### config.mk
export PLATFORM = sky130hd
export DESIGN_NAME = pred_store_buffer
export DESIGN_NICKNAME = d
export VERILOG_FILES = /design/src/rtl/pred_store_buffer.sv
export SDC_FILE = /design/constraint.sdc
export NUM_CORES = 2
export LEC_CHECK = 0
export ABC_AREA = 0
export BUFFER_PORTS_ARGS = -buffer_cell sky130_fd_sc_hd__clkbuf_2
export CAP_MARGIN = 15
export CORE_AREA = 2 2 276 278
export DETAILED_ROUTE_END_ITERATION = 10
export DIE_AREA = 0 0 278 280
export PLACE_DENSITY = 0.72
export SLEW_MARGIN = 10
export SYNTH_ARGS = -nofsm -noshare
export SYNTH_HDL_FRONTEND = slang
export SYNTH_SLANG_ARGS = --single-unit
### constraint.sdc
create_clock -name clk -period 6 [get_ports clk]
set_input_delay 1.2 -clock clk [delete_from_list [all_inputs] [get_ports clk]]
set_output_delay 1.2 -clock clk [all_outputs]
set_load 0.02 [all_outputs]
### src/rtl/pred_store_buffer.sv
module pred_store_buffer #(
  parameter int DEPTH = 8,
  parameter int AW = 16,
  parameter int DW = 32,
  parameter int PW = 3
) (
  input  logic          clk,
  input  logic          rst_n,
  input  logic          kill,
  input  logic          alloc_valid,
  input  logic [AW-1:0] alloc_addr,
  input  logic [DW-1:0] alloc_data,
  input  logic          alloc_pred,
  input  logic [PW-1:0] alloc_pid,
  output logic          alloc_ready,
  input  logic          pb_valid,
  input  logic [PW-1:0] pb_pid,
  input  logic          pb_value,
  output logic          dr_valid,
  output logic [AW-1:0] dr_addr,
  output logic [DW-1:0] dr_data,
  input  logic          dr_ready,
  input  logic          ld_valid,
  input  logic [AW-1:0] ld_addr,
  input  logic          ld_pred,
  input  logic [PW-1:0] ld_pid,
  output logic          ld_hit,
  output logic [DW-1:0] ld_data,
  output logic          ld_stall
);
  localparam int IW = $clog2(DEPTH);
  localparam int CW = IW + 1;

  logic [AW-1:0] e_addr [DEPTH];
  logic [DW-1:0] e_data [DEPTH];
  logic [PW-1:0] e_pid  [DEPTH];
  logic [DEPTH-1:0] e_pr, e_rs, e_pv;
  logic [IW-1:0] head, tail;
  logic [CW-1:0] cnt;

  wire nonempty = cnt != '0;
  wire h_dead = e_pr[head] & e_rs[head] & ~e_pv[head];
  wire h_go = ~e_pr[head] | (e_rs[head] & e_pv[head]);
  wire pop = nonempty & ~kill & (h_dead | (h_go & dr_ready));
  wire push = alloc_valid & alloc_ready & ~kill;

  assign alloc_ready = cnt < CW'(DEPTH);
  assign dr_valid = nonempty & h_go & ~kill;
  assign dr_addr = e_addr[head];
  assign dr_data = e_data[head];

  always_comb begin
    logic [IW-1:0] idx;
    ld_hit = 1'b0;
    ld_stall = 1'b0;
    ld_data = '0;
    idx = head;
    for (int k = 0; k < DEPTH; k++) begin
      idx = head + IW'(k);
      if (ld_valid && CW'(k) < cnt && e_addr[idx] == ld_addr &&
          !(e_pr[idx] && e_rs[idx] && !e_pv[idx])) begin
        if (!e_pr[idx] || e_rs[idx] || (ld_pred && ld_pid == e_pid[idx])) begin
          ld_hit = 1'b1;
          ld_stall = 1'b0;
          ld_data = e_data[idx];
        end else begin
          ld_hit = 1'b0;
          ld_stall = 1'b1;
        end
      end
    end
  end

  always_ff @(posedge clk) begin
    if (!rst_n) begin
      head <= '0;
      tail <= '0;
      cnt <= '0;
      e_pr <= '0;
      e_rs <= '0;
      e_pv <= '0;
      for (int i = 0; i < DEPTH; i++) begin
        e_addr[i] <= '0;
        e_data[i] <= '0;
        e_pid[i] <= '0;
      end
    end else if (kill) begin
      tail <= head;
      cnt <= '0;
    end else begin
      for (int i = 0; i < DEPTH; i++)
        if (pb_valid && e_pr[i] && !e_rs[i] && e_pid[i] == pb_pid) begin
          e_rs[i] <= 1'b1;
          e_pv[i] <= pb_value;
        end
      if (push) begin
        e_addr[tail] <= alloc_addr;
        e_data[tail] <= alloc_data;
        e_pid[tail] <= alloc_pid;
        e_pr[tail] <= alloc_pred;
        e_rs[tail] <= alloc_pred && pb_valid && pb_pid == alloc_pid;
        e_pv[tail] <= pb_value;
        tail <= tail + 1'b1;
      end
      if (pop) head <= head + 1'b1;
      cnt <= cnt + CW'(push) - CW'(pop);
    end
  end
endmodule

* Word level (Yosys, flattened, before mapping)
Memories as Yosys holds them, arrays and structs flattened. A register that Yosys moved wholly into a read port is not among the register bits.
Index checks and enable logic that the tools add are counted.
** Word-level totals
- Register bits :: 34
- Memory bits (writable) :: 408
- Input bits :: 83
- Output and inout bits :: 84
- Logic and storage cells :: 383
- Memories :: 3
** Memory list
- e_data :: depth 8, width 32, rd ports 8, clocked after Yosys merged registers in 1, write ports 8, line 35 : logic [DW-1:0] e_data [DEPTH];
- e_addr :: depth 8, width 16, rd ports 8, clocked after Yosys merged registers in 1, write ports 8, line 34 : logic [AW-1:0] e_addr [DEPTH];
- e_pid :: depth 8, width 3, rd ports 16, clocked after Yosys merged registers in 1, write ports 8, line 36 : logic [PW-1:0] e_pid [DEPTH];
** Operators by class
- Add/subtract/negate cells :: 10
- Magnitude comparators :: 19
- Equality and inequality tests :: 25
- Multiplexer cells :: 173
- Bitwise logic cells :: 16
- Reduce and logical (&&, ||, !) cells :: 131
** Operators with widths (number)
- two-way mux 32 bit :: 17
- equality test 16 bit :: 8
- two-way mux 1 bit :: 113
- logical AND 1 bit :: 75
- binary-select mux 1 bit (select 3 bit) :: 24
- equality test 3 bit :: 17
- < comparator 3 x 4 -> 1 bit (second input constant) :: 9
- two-way mux 3 bit :: 12
- logical NOT 1 bit :: 32
- OR reduction 32 bit :: 1
- bitwise mux 8 bit :: 3
- logical OR 1 bit :: 16
- < comparator 3 x 4 -> 1 bit (first input constant) :: 4
- two-way mux 16 bit :: 1
- two-way mux 8 bit :: 2
- OR reduction 16 bit :: 1
- adder 3 bit (second input constant) :: 4
- bitwise AND 1 bit :: 10
- < comparator 1 x 4 -> 1 bit (first input constant) :: 2
- < comparator 2 x 4 -> 1 bit (first input constant) :: 2
- adder 3 x 1 -> 3 bit (second input constant) :: 2
- adder 3 x 2 -> 3 bit (second input constant) :: 2
- adder 4 x 1 -> 4 bit :: 1
- < comparator 4 bit (second input constant) :: 1
- 10 further kinds :: 15

* Logic depth before layout (Yosys ltp)
- Word-level depth :: 21
- Gate-level depth with buffers :: 23
- Gate-level depth less buffers :: 12

* Worst setup path before layout
Ideal clock, no wire load.
- Kind :: register to output
- Start :: register head[1]
- End :: output port ld_data[8]
- Data arrival time :: 4671 ps
- Required time :: 4800 ps
- Path slack :: 129 ps
- Cell stages (with the launch flop) :: 21
- Buffers on the path :: 9
- Cell sequence :: dfxtp_1 -> buf_4 -> buf_2 -> inv_1 -> buf_2 -> buf_1 -> ha_1 -> buf_6 -> buf_6 -> buf_4 -> buf_2 -> mux4_2 -> xnor2_1 -> nand4_1 -> a2111oi_1 -> nand4_2 -> nor3_4 -> buf_6 -> nor3b_1 -> a31o_1 -> a31oi_1
** Between the ends
- Cells in the longest elaborated chain, start to end :: 21
- Elaborated cells on any way between the ends :: 166
- Those cells by class :: add/sub (7); eq/ne (14); mux (64); reduce/logical (78); memory (3)
** RTL lines
- start, declared :: line 38 : logic [IW-1:0] head, tail;
- start signal, assigned :: line 105 : if (pop) head <= head + 1'b1;
- branches (longest 20 deep; another with memory read (8 x 16 bit))
- two-way mux 32 bit * :: line 60 : if (ld_valid && CW'(k) < cnt && e_addr[idx] == ld_addr &&
- end, declared :: line 28 : output logic [DW-1:0] ld_data,
Mark *: on every way between the ends. The select of a mux whose other input is x is not followed.

* Worst setup path after layout
- Start :: register head[0]
- End :: output port ld_stall
** Between the ends
- Cells in the longest elaborated chain, start to end :: 14
- Elaborated cells on any way between the ends :: 165
- Those cells by class :: add/sub (7); eq/ne (14); mux (64); reduce/logical (78); memory (2)
** RTL lines
- branches (longest 13 deep; another with memory read (8 x 16 bit))
- two-way mux 1 bit * :: line 60
- end, declared :: line 29 : output logic ld_stall
Marked as above.

==> results.yml <==
clocking:
  cts-buffers-inserted: 50
  htreeDepth: 2
  clkLatencyLatePin_ns: 0.66
  cts_tree: "built"
  clockRootBuffer: "clkbuf_16"
  cts_buffer_depth: 3
  path_clk_slew_ns: 0.07
  cts_sinks: 445
pwr:
  p_per_area_mw_per_mm2: 189
  power.switching_mw: 2.64
  power_frac_seq: 0.416
  combPwrFrac: 0.212
  vdd_ir_drop_max_mv: 0.199
  p_int_mw: 6.23
  total_power_mw: 8.87
  clockPowerShare: 0.372
  leakage_nw: 16.0
  p_sw_frac: 0.297
job:
  cap_violations: 0
timing:
  slew_headroom: 0.0984
  fin_ws_ns: -0.0893
  layout_min_cycle_time_ns: 6.09
  whs_ns: 0.583
  fin_crit_sh: 1.01
  finalMaxSlewViolations: 0
  worst_pin_slew_ns: 1.35
  rsz0062_at_grt: "true"
  fmax_ghz: 0.164
  finClkSkew_ns: 0.0303
  hold_viol_final: 0
  setup_tns_ns: -0.583
  final-setup-viol-count: 19
global_route:
  grt_max_degree: 73
  grt_first_pass_wirelength_mm: 221
  grt_pass1_vias: 33200
  grtUsageTotal: 0.384
  grt_remaining_overflow: 0
  antenna_found_initial: 14
layout:
  drive_above_1_share: 0.339
  finalNetCount: 3661
  final_core_util: 0.624
  area_growth_pct: 14.9
  fill_cells: 5570
route:
  routed_via_density: 7.50
  drc: 0
  drt-initial-drc-count: 5351
  first_pass_iters: 6
  wl_per_cell_um: 33.5
  ant_nets: 0
  wl_mm: 154
  via_count: 34400
floorplan:
  die_w_um: 278
  pin_count: 167
  die_height_um: 280
  core_area_sq_mm: 0.0752
  fp-row-count: 101
  start_util: 0.543
  fp.dieArea_sq_mm: 0.0778
setup_path:
  cp_top_family: "simple AND/OR/NAND/NOR gates"
  worstSetupEndpointType: "output pin"
  cp_max_fo: 7
  crit_path_start_kind: "register"
  worst_path_most_repeated_cell: "buf_12"
  rrSetupSlack_ns: 2.26
  required_ns: 4.80
  rr_worst_depth: 14
  max_stage_delay_ns: 0.74
  crit_type: "reg -> out"
  path_depth: 15
  path_cells: "inv_4 > ha_4 > buf_12 > buf_12 > mux4_2 > xnor2_2 > a21o_1 > nor4_2 > o211ai_1 > or4b_4 > buf_12 > o21ai_4 > a211o_1 > o211ai_1 > buf_4"
  worst_path_max_delay_cell: "or4b_4"
  path_buf_inv: 5
  worstPathArrival_ns: 4.89
place:
  dpl.hpwl_mm: 93.5
  gp_congestion: 1.10
  portBuffers: 166
synth:
  synth_cell_types: 94
  syn-num-nets: 3539
  synth-seq-cells: 445
  syn-instance-count: 3446
  avgSynthCellArea_sq_um: 11.8
  synth_ff_type: "edfxtp_1"
  ys_seq_area_frac: 0.318
  synth_edf_count: 408
  synthArstFlopShare: 0
  syn-cell-area_sq_mm: 0.0408
  ys_warn_count: 0
outcome:
  violations: "setup timing"
  status: "complete, but fails checks"
hold_path:
  hp-class: "reg -> reg"
  holdPathStages: 2
[final cells by class]
class,instances,area [sq um],share of cell area
diodes,9,22.5,0.000480
clock buffers,52,1260,0.0268
clock inverters,39,465,0.00992
inverters,36,138,0.00293
multi-input cells,2645,27100,0.578
flip-flops and latches,445,13000,0.278
well taps,978,1220,0.0261
repair buffers,390,3680,0.0785
[flip-flops by register name, indices dropped and copies added (netlist names), named ones only]
signal  count
cnt         4
e_data    256
e_pr        8
e_addr    128
e_pid      24
head        3
e_pv        8
tail        3
e_rs        8
[cells by family after synthesis]
group | after synthesis | share of synthesized area
simple gates | 1260 | 0.161
compound gates | 402 | 0.0793
xor+xnor | 170 | 0.0367
buf+inv | 357 | 0.0437
fa+ha+maj | 10 | 0.00325
flops | 445 | 0.318
mux | 802 | 0.358
[per-layer routing]
| metal | vias up | track usage | routed length (um) |
|---|---|---|---|
| met2 | 3008 | 0.576 | 67700 |
| met3 | 725 | 0.106 | 22500 |
| met5 | - | 0 | 149 |
| li1 | 13800 | - | - |
| met4 | 12 | 0.217 | 10300 |
| met1 | 16900 | 0.507 | 53100 |
[stage by stage]
| step | area [sq um] | std cells | setup WS (ns) |
|---|---|---|---|
| floorplan | 40800 | 3446 | 0.129 |
| global placement | 42900 | 4412 | 0.107 |
| detailed placement | 42900 | 4412 | 0.0797 |
| CTS | 45600 | 4553 | 0.00170 |
| global route | 46900 | 4592 | -0.0987 |
| finish | 46900 | 4594 | -0.0893 |
[synth_stat cells, drive strengths merged (14+ instances only)]
library cell / count / area [sq um]
a21oi: 43 / 215
a22o: 16 / 140
a31oi: 40 / 250
and2: 426 / 2670
buf: 184 / 1130
clkbuf: 137 / 514
dfxtp: 37 / 741
edfxtp: 408 / 12300
inv: 32 / 120
mux2: 45 / 507
mux2i: 235 / 2350
mux4: 522 / 11800
nand2: 357 / 1340
nand2b: 19 / 119
nand3: 59 / 300
nand4: 28 / 181
nor2: 212 / 801
nor2b: 25 / 156
nor3: 25 / 136
nor3b: 17 / 128
o2111ai: 31 / 272
o211a: 25 / 250
o21ai: 34 / 170
o221a: 34 / 383
o221ai: 27 / 236
o31ai: 35 / 263
or3: 14 / 92.6
or3b: 27 / 236
xnor2: 140 / 1230
xor2: 30 / 270
[power groups by stage]
stage / combinational (mW) / sequential [mW] / clock [mW]
2_1_floorplan: 1.26 / 3.68 / 0
6_report: 1.88 / 3.69 / 3.30
5_1_grt: 1.96 / 3.70 / 3.40
3_3_place_gp: 1.71 / 3.73 / 0
3_5_place_dp: 1.72 / 3.75 / 0
4_1_cts: 1.78 / 3.68 / 3.29
[worst paths after layout]
kind,from,to
setup / recovery,head[0],ld_stall
setup reg to reg,head[0],cnt[2]
hold / removal,e_pv[3],e_pv[3]
hold reg to reg,e_pv[3],e_pv[3]
[layout by cell type (no fill, tap or decap), types with 18 or more instances in the layout]
cell and instances:
mux4_2 522, nand4_1 27, nand2b_1 19, mux2i_1 234, o221a_2 23, and2_1 426, o211a_1 25, nor2b_1 24
clkbuf_16 59, xnor2_1 126, nor2_1 200, buf_4 160, a31oi_1 37, a21oi_1 43, o21ai_0 29, mux2_2 45
dfxtp_1 31, buf_6 28, nand2_1 349, nor3_1 19, or3b_2 18, nand3_1 56, o2111ai_1 31, edfxtp_1 408
xor2_1 27, clkbuf_2 132, inv_1 29, buf_12 43
[what timing repair did]
item	4_1_cts	5_1_grt
hold buffers	0	0
gates cloned	9	10
setup buffers	41	23
pin swaps	19	48
gates resized for setup	54	202
endpoints found under the setup margin	34	34
[worst register-to-register path, delay by kind of cell, from the launching register on]
kind,cells,cell delay (ns)
buf+inv,4,0.51
mux,1,0.58
simple gates,3,0.30
xor+xnor,1,0.19
fa+ha+maj,3,0.92
flops,1,0.41
compound gates,2,0.73
No activity file was read; power rests on OpenSTA's default activity.
